File: config.mk
export PLATFORM = sky130hd
export DESIGN_NAME = fp_minmax_unit
export DESIGN_NICKNAME = d
export VERILOG_FILES = /design/src/rtl/fpmm_pkg.sv /design/src/rtl/fpmm_classify.sv /design/src/rtl/fpmm_order.sv /design/src/rtl/fp_minmax_unit.sv
export SDC_FILE = /design/constraint.sdc
export NUM_CORES = 1
export LEC_CHECK = 0
export BUFFER_PORTS_ARGS = -buffer_cell sky130_fd_sc_hd__buf_2
export CAP_MARGIN = 20
export CORE_MARGIN = 2
export CORE_UTILIZATION = 35
export DETAILED_ROUTE_END_ITERATION = 16
export SYNTH_ARGS = -nofsm -noshare
export SYNTH_HDL_FRONTEND = slang
export SYNTH_SLANG_ARGS = --single-unit
File: constraint.sdc
create_clock -name clk_i -period 3.95 [get_ports clk_i]
set_input_delay 0.5925 -clock clk_i [delete_from_list [all_inputs] [get_ports clk_i]]
set_output_delay 0.5925 -clock clk_i [all_outputs]
set_load 0.02 [all_outputs]
File: src/rtl/fpmm_pkg.sv
// Package: shared widths, flag positions and the operand descriptor type
// used by the min/max unit. Assumes IEEE-754 binary32/binary64 layouts.
package fpmm_pkg;
    localparam int DBL_W    = 64;
    localparam int SGL_W    = 32;
    localparam int DBL_EXP  = 11;
    localparam int SGL_EXP  = 8;
    localparam int DBL_FRAC = DBL_W - 1 - DBL_EXP;
    localparam int SGL_FRAC = SGL_W - 1 - SGL_EXP;
    localparam int MAG_W    = DBL_W - 1;
    localparam int FLAG_W   = 6;
    localparam int FLG_INV  = 1;

    // Per-operand classification produced by the classifier.
    typedef struct packed {
        logic             sign;
        logic             is_nan;
        logic             is_snan;
        logic [MAG_W-1:0] mag;
    } opnd_info_t;
endpackage

File: src/rtl/fpmm_classify.sv
// Module: fpmm_classify
// Splits one operand into sign, zero-extended magnitude and NaN kind for
// the selected precision. Assumes single operands sit in bits 31:0; the
// upper half is ignored in single mode.
module fpmm_classify
    import fpmm_pkg::*;
(
    input  logic [DBL_W-1:0] op_i,
    input  logic             is_double_i,
    output opnd_info_t       info_o
);
    logic [DBL_EXP-1:0]  d_exp;
    logic [DBL_FRAC-1:0] d_frac;
    logic [SGL_EXP-1:0]  s_exp;
    logic [SGL_FRAC-1:0] s_frac;

    assign d_exp  = op_i[DBL_W-2 -: DBL_EXP];
    assign d_frac = op_i[DBL_FRAC-1:0];
    assign s_exp  = op_i[SGL_W-2 -: SGL_EXP];
    assign s_frac = op_i[SGL_FRAC-1:0];

    // Pick the field view of the active precision and classify NaNs.
    always_comb begin
        if (is_double_i) begin
            info_o.sign    = op_i[DBL_W-1];
            info_o.mag     = op_i[MAG_W-1:0];
            info_o.is_nan  = (&d_exp) && (|d_frac);
            info_o.is_snan = info_o.is_nan && !d_frac[DBL_FRAC-1];
        end else begin
            info_o.sign    = op_i[SGL_W-1];
            info_o.mag     = {{(MAG_W-SGL_W+1){1'b0}}, op_i[SGL_W-2:0]};
            info_o.is_nan  = (&s_exp) && (|s_frac);
            info_o.is_snan = info_o.is_nan && !s_frac[SGL_FRAC-1];
        end
    end
endmodule

File: src/rtl/fpmm_order.sv
// Module: fpmm_order
// Decides whether operand A is strictly below operand B for non-NaN
// values. Sign first, then magnitude (inverted for negatives). -0 sits
// below +0. NaN inputs give a don't-care answer; the caller overrides it.
module fpmm_order
    import fpmm_pkg::*;
(
    input  opnd_info_t a_i,
    input  opnd_info_t b_i,
    output logic       a_below_o
);
    logic mag_lt;
    logic mag_gt;

    assign mag_lt = a_i.mag < b_i.mag;
    assign mag_gt = b_i.mag < a_i.mag;

    // Sign-then-magnitude ordering.
    always_comb begin
        if (a_i.sign != b_i.sign) a_below_o = a_i.sign;
        else if (a_i.sign)        a_below_o = mag_gt;
        else                      a_below_o = mag_lt;
    end
endmodule

File: src/rtl/fp_minmax_unit.sv
// Module: fp_minmax_unit (top)
// Registered min/max of two IEEE-754 values in single or double precision.
// A lone NaN yields the other operand, two NaNs yield all ones, and any
// signalling NaN raises the invalid flag (bit 1). Assumes a synchronous
// active-low reset. Single-mode results are zero-extended to 64 bits.
module fp_minmax_unit
    import fpmm_pkg::*;
(
    input  logic              clk_i,
    input  logic              rst_ni,
    input  logic [DBL_W-1:0]  a_i,
    input  logic [DBL_W-1:0]  b_i,
    input  logic              is_max_i,
    input  logic              is_double_i,
    output logic [DBL_W-1:0]  result_o,
    output logic [FLAG_W-1:0] flags_o
);
    logic [DBL_W-1:0] ops   [2];
    opnd_info_t       infos [2];
    logic [DBL_W-1:0] a_eff, b_eff, pick, next_res;
    logic             a_below, take_a;
    logic [FLAG_W-1:0] next_flags;

    assign ops[0] = a_i;
    assign ops[1] = b_i;

    // One classifier per operand.
    for (genvar k = 0; k < 2; k++) begin : g_cls
        fpmm_classify u_cls (
            .op_i        (ops[k]),
            .is_double_i (is_double_i),
            .info_o      (infos[k])
        );
    end

    fpmm_order u_ord (
        .a_i       (infos[0]),
        .b_i       (infos[1]),
        .a_below_o (a_below)
    );

    // Operands trimmed to the active width.
    assign a_eff = is_double_i ? a_i : {{(DBL_W-SGL_W){1'b0}}, a_i[SGL_W-1:0]};
    assign b_eff = is_double_i ? b_i : {{(DBL_W-SGL_W){1'b0}}, b_i[SGL_W-1:0]};

    // Normal selection: min keeps the lower value, max the higher one.
    assign take_a = is_max_i ? !a_below : a_below;
    assign pick   = take_a ? a_eff : b_eff;

    // NaN overrides on top of the ordered pick.
    always_comb begin
        if (infos[0].is_nan && infos[1].is_nan)
            next_res = is_double_i ? {DBL_W{1'b1}}
                                   : {{(DBL_W-SGL_W){1'b0}}, {SGL_W{1'b1}}};
        else if (infos[0].is_nan) next_res = b_eff;
        else if (infos[1].is_nan) next_res = a_eff;
        else                      next_res = pick;
    end

    // Flag word: only the invalid position can be set.
    always_comb begin
        next_flags          = '0;
        next_flags[FLG_INV] = infos[0].is_snan || infos[1].is_snan;
    end

    // Output registers with synchronous clear.
    always_ff @(posedge clk_i) begin
        if (!rst_ni) begin
            result_o <= '0;
            flags_o  <= '0;
        end else begin
            result_o <= next_res;
            flags_o  <= next_flags;
        end
    end
endmodule

==> flow_metrics.py, run 1 <==
metrics = {
    "hold_path": {
        "hp-class": "input port to flip-flop",
    },
    "timing": {
        "holdWs_ns": 0.494,
        "worstMarginPinSlew_ns": 0.880,
        "relSlewSlack_pct": 41.2,
        "fmax_mhz": 276,
        "rsz0062_at_grt": "false",
        "fin_crit_sh_pct": 91.7,
        "timing.final.crit_period_ns": 3.62,
        "maxSlewViolCount": 0,
        "finalSetupViolCount": 0,
        "postLayoutSetupSlackWorst_ns": 0.329,
        "hold_viol": 0,
    },
    "synthesis": {
        "synth_compound_area_share_pct": 22.8,
        "yosys.area_share.xor_xnor_pct": 0,
        "yosys_warnings": 0,
        "yosys_register_bits": 65,
        "synth_ff_type": "dfxtp_1",
        "synth.mux.area_fraction_pct": 1.05,
        "avgSynthCellArea_um2": 8.18,
        "synth_cells": 629,
        "synthDistinctLibCells": 59,
        "yosys.area_share.simple_pct": 26.4,
        "synth_top_family_by_area": "simple AND/OR/NAND/NOR gates",
        "netlist_area_mm2": 0.00514,
        "synth-edff-count": 0,
        "async_flop_share_pct": 0,
        "ys_seq_area_share_pct": 25.3,
        "synth_fa_ha_area_share_pct": 15.3,
    },
    "clock_tree": {
        "numCtsBuffers": 9,
        "cts_tree": "yes",
        "postCtsResizedCells": 0,
        "hold_buffers": 0,
        "clockBufferDepth": 2,
        "cts_root_buf": "clkbuf_16",
        "postCtsSetupRepairBufs": 0,
        "htreeDepth": 3,
        "cts.sinks": 65,
        "clk_pin_slew_worst_paths_ns": 0.06,
    },
    "finish": {
        "multi_input_area_mm2": 0.00340,
        "fin_nets": 1012,
        "layout-drive-gt1-share_pct": 31.8,
        "stdcell_area_mm2": 0.00653,
        "area_growth_pct": 27.0,
        "fillers": 1498,
        "seq_area_mm2": 0.00130,
        "final_util_pct": 45.3,
    },
    "route": {
        "wl_per_cell_um": 18.2,
        "routed_via_density": 5.55,
        "antenna_left": 0,
        "drc_errors": 0,
        "drtPass1Iterations": 7,
        "wl_mm": 18.3,
        "dr.first_iter.drc_count": 394,
        "detailroute.via_count": 5579,
    },
    "floorplan": {
        "initial_utilization_pct": 35.7,
        "die_w_um": 125,
        "core_mm2": 0.0144,
        "rows": 44,
        "die_h_um": 125,
        "io_pins": 202,
        "die_area_mm2": 0.0157,
    },
    "critical_path": {
        "cp-start-kind": "input port",
        "slowest_stage": "mux2_2",
        "arrival_ns": 3.91,
        "crit_path_end_kind": "flip-flop",
        "required_ns": 4.24,
        "critical_path_class": "input port to flip-flop",
        "crit_buf_inv": 2,
        "worstPathCellList": "buf_2 > buf_12 > and2_1 > ha_1 > nand4_1 > nor4_2 > nand2_1 > a31oi_1 > nor2_1 > a21oi_4 > mux2_2 > nor3_4 > a221o_1",
        "cp_max_fo": 46,
        "crit_family": "simple AND/OR/NAND/NOR gates",
        "slowest_delay_ns": 0.48,
    },
    "pwr": {
        "peakVddDrop_mv": 0.197,
        "cellLeakagePower_nw": 3.09,
        "pwr_density_cell_mw_per_mm2": 343,
    },
    "global_route": {
        "grt_pass1_vias": 5251,
        "grt_max_degree": 47,
        "track_usage_pct": 22.9,
        "grt.overflow.total": 0,
        "antenna_found_initial": 1,
        "grt_pass1_wl_mm": 28.5,
    },
    "place": {
        "placedInstanceArea_mm2": 0.00625,
        "dp_hpwl_mm": 14.2,
        "place_congestion": 0.907,
        "place_worst_setup_slack_ns": -0.00708,
        "io_buffers": 196,
    },
    "run_status": {
        "status": "finished, final reports clean",
    },
    "run": {
        "maxCapViolCount": 0,
    },
}
## state kept, by name, indices dropped and copies added, names as in the netlist
| register | flops |
|---|---|
| flags_o | 1 |
| result_o | 64 |
## area by class of cell
| type | instances | area share [%] |
|---|---|---|
| Tap cell | 184 | 3.52 |
| Antenna cell | 1 | 0.0383 |
| Clock inverter | 2 | 0.192 |
| Clock buffer | 13 | 4.14 |
| Inverter | 36 | 2.07 |
| Timing Repair Buffer | 214 | 18.0 |
| Sequential cell | 65 | 19.9 |
| Multi-Input combinational cell | 491 | 52.1 |
## placed cells by master (no fill, tap or decap), drive strengths merged, types with 2 or more instances in the layout
| master | n |
|---|---|
| a211o | 3 |
| a211oi | 11 |
| a21boi | 2 |
| a21oi | 36 |
| a221o | 8 |
| a221oi | 2 |
| a22o | 2 |
| a22oi | 2 |
| a2bb2oi | 9 |
| a31oi | 33 |
| and2 | 34 |
| and4 | 3 |
| buf | 214 |
| clkbuf | 13 |
| conb | 5 |
| dfxtp | 65 |
| ha | 63 |
| inv | 36 |
| mux2i | 3 |
| nand2 | 57 |
| nand3 | 52 |
| nand3b | 2 |
| nand4 | 24 |
| nor2 | 18 |
| nor3 | 16 |
| nor4 | 32 |
| o211ai | 2 |
| o21ai | 60 |
| o31a | 2 |
| or3 | 2 |
## synth_stat cells, drive strengths merged, types with 2 or more instances
cell type  instances  area [µm²]
nor3              16         101
or3                2        22.5
and2              34         214
inv               36         135
and4               3        26.3
a221oi             2        17.5
nand4             24         178
a31oi             33         206
nand3b             2        15.0
mux2i              3        42.5
nor2              18        70.1
a221o              8        80.1
a2bb2oi            9        78.8
ha                63         788
a211oi            11         110
o21ai             60         300
dfxtp             65        1300
o31a               2        17.5
a21boi             2        15.0
a22oi              2        15.0
nor4              32         244
a22o               2        17.5
nand3             52         260
o211ai             2        20.0
a211o              3        28.8
nand2             57         221
a21oi             36         210
buf               18         146
clkbuf            22         173
## path summary, 6_finish.rpt
path | start | end | slack (ns) | cells past startpoint
max | is_double_i | result_o[42] | 0.33 | 13
min | b_i[57] | result_o[57] | 0.49 | 2
## metal layers
metal	part of all wire, %	global-route usage (%)	vias to the layer above	wire length (µm)
li1	-	-	2730	-
met1	44	31.3	2581	8090
met2	47	36.4	238	8530
met3	6.7	3.42	30	1220
met4	2.4	8.63	0	431
met5	0	0	-	0
## per-stage QoR
stage | power (mW) | TNS (ns) | std cells
floorplan | 1.22 | 0 | 633
global placement | 1.48 | 0 | 990
detailed placement | 1.48 | -0.0261 | 990
CTS | 2.25 | 0 | 1005
global route | 2.36 | 0 | 1006
finish | 2.24 | 0 | 1006
## power breakdown
| group | switching [mW] | internal [mW] |
|---|---|---|
| clock network | 0.300 | 0.472 |
| registers | 0.0161 | 0.719 |
| logic | 0.451 | 0.286 |
| total | 0.767 | 1.48 |
## cells by family (layout without fill, tap and decap cells)
group / count (synthesis) / after routing
AO/OA/AOI/OAI: 178 / 178
adder cells (fa/ha/maj): 63 / 63
AND/OR/NAND/NOR: 241 / 241
buffers and inverters: 77 / 265
flip-flops: 65 / 65
multiplexers: 4 / 4
other: 1 / 6
No activity file was read; power rests on OpenSTA's default activity.
==> run 2: changes to the inputs <==
--- a/config.mk
+++ b/config.mk
@@ -7,6 +7,7 @@
 export LEC_CHECK = 0
 export BUFFER_PORTS_ARGS = -buffer_cell sky130_fd_sc_hd__buf_2
 export CAP_MARGIN = 20
+export CORE_ASPECT_RATIO = 0.7
 export CORE_MARGIN = 2
 export CORE_UTILIZATION = 35
 export DETAILED_ROUTE_END_ITERATION = 16
==> flow_metrics.py, run 2 (synthesis results as in run 1) <==
metrics = {
    "global_route": {
        "track_usage_pct": 22.7,
        "grt_max_degree": 41,
        "grt_pass1_vias": 5125,
        "grt.overflow.total": 0,
        "grt_pass1_wl_mm": 27.9,
        "antenna_found_initial": 0,
    },
    "clock_tree": {
        "hold_buffers": 0,
        "cts_tree": "yes",
        "cts_root_buf": "clkbuf_16",
        "numCtsBuffers": 9,
        "clockBufferDepth": 2,
        "postCtsSetupRepairBufs": 0,
        "cts.sinks": 65,
        "postCtsResizedCells": 0,
        "clk_pin_slew_worst_paths_ns": 0.05,
        "htreeDepth": 3,
    },
    "floorplan": {
        "initial_utilization_pct": 35.4,
        "rows": 37,
        "core_mm2": 0.0145,
        "die_area_mm2": 0.0157,
        "io_pins": 202,
        "die_h_um": 105,
        "die_w_um": 149,
    },
    "critical_path": {
        "crit_path_end_kind": "flip-flop",
        "crit_buf_inv": 2,
        "slowest_stage": "o211ai_2",
        "required_ns": 4.14,
        "critical_path_class": "input port to flip-flop",
        "arrival_ns": 3.77,
        "worstPathCellList": "buf_2 > buf_12 > and2_2 > ha_1 > nand4_2 > nor4_2 > nand2_1 > a31oi_1 > a211oi_2 > and2_1 > o31a_1 > o211ai_2 > a2bb2oi_1",
        "crit_path_start": "is_double_i",
        "cp_max_fo": 36,
        "cp-start-kind": "input port",
        "crit_family": "compound AO/OA/AOI/OAI gates",
        "slowest_delay_ns": 0.50,
    },
    "pwr": {
        "cellLeakagePower_nw": 3.10,
        "peakVddDrop_mv": 0.177,
        "pwr_density_cell_mw_per_mm2": 348,
    },
    "finish": {
        "final_cell_mix": "buf_2, dfxtp_1, ha_1",
        "largest-register": "result_o",
        "top_regs": "result_o: 64 flops, flags_o: 1 flops",
        "final_util_pct": 45.1,
        "largest_reg_flops": 64,
        "area_growth_pct": 27.5,
        "fin_nets": 1012,
        "layout-drive-gt1-share_pct": 31.8,
        "n_antenna_cell": 0,
        "mostFrequentLayoutCell": "buf_2",
    },
    "timing": {
        "timing.final.crit_period_ns": 3.58,
        "hold_viol": 0,
        "fmax_mhz": 280,
        "finalSetupViolCount": 0,
        "relSlewSlack_pct": 43.9,
        "maxSlewViolCount": 0,
        "setup_tns_ns": 0,
        "fin_crit_sh_pct": 90.5,
        "rsz0062_at_grt": "false",
        "worstMarginPinSlew_ns": 0.840,
    },
    "run_status": {
        "status": "finished, final reports clean",
    },
    "route": {
        "wl_per_cell_um": 18.0,
        "wl_mm": 18.2,
        "drtPass1Iterations": 5,
        "antenna_left": 0,
        "detailroute.via_count": 5634,
        "routed_via_density": 5.55,
        "drc_errors": 0,
        "dr.first_iter.drc_count": 464,
    },
    "place": {
        "io_buffers": 196,
        "place_congestion": 0.883,
        "dp_hpwl_mm": 14.2,
    },
    "hold_path": {
        "min_from": "b_i[56]",
        "hp-class": "input port to flip-flop",
    },
    "run": {
        "maxCapViolCount": 0,
    },
}
run 2: cell types whose count changed in the layout (fill, tap and decap cells not counted):
cell        delta
clkinvlp_4     -1
clkbuf_8       -1
clkinv_2       +1
diode_2        -1
bufinv_16      +1
run 2: path summary, 6_finish.rpt:
kind / end / slack, ns / cells past startpoint
setup / recovery: result_o[48] / 0.37 / 13
hold / removal: result_o[56] / 0.51 / 2
run 2: per-stage QoR:
stage | instances | hold slack, ns | worst slack, ns | power, mW | area [µm²]
floorplan | 633 | 0.718 | 0.173 | 1.22 | 5160
global placement | 1001 | 0.853 | 0.187 | 1.48 | 6260
detailed placement | 1001 | 0.849 | 0.147 | 1.47 | 6260
CTS | 1016 | 0.502 | 0.486 | 2.29 | 6560
global route | 1016 | 0.516 | 0.272 | 2.40 | 6560
finish | 1016 | 0.513 | 0.373 | 2.28 | 6560
run 2: power breakdown:
part / switching, mW / total (mW) / leakage, nW / internal, mW
combinational: 0.454 / 0.737 / 2.42 / 0.283
sequential: 0.0161 / 0.735 / 0.537 / 0.719
clock: 0.291 / 0.809 / 0.148 / 0.517
total: 0.762 / 2.28 / 3.10 / 1.52
run 2: layout make-up:
class                   count  area, µm²
clock buffers              12        256
flip-flops and latches     65       1300
repair buffers            214       1180
well taps                 195        244
inverters                  36        135
fillers                  1515       7980
clock inverters             3       40.0
multi-input cells         491       3400
run 2: per-layer routing:
layer  part of all wire (%)  GRT usage, %
met1                     50          35.8
met5                      0             0
met3                    9.8          4.33
met2                     38          30.5
met4                    1.7          5.99
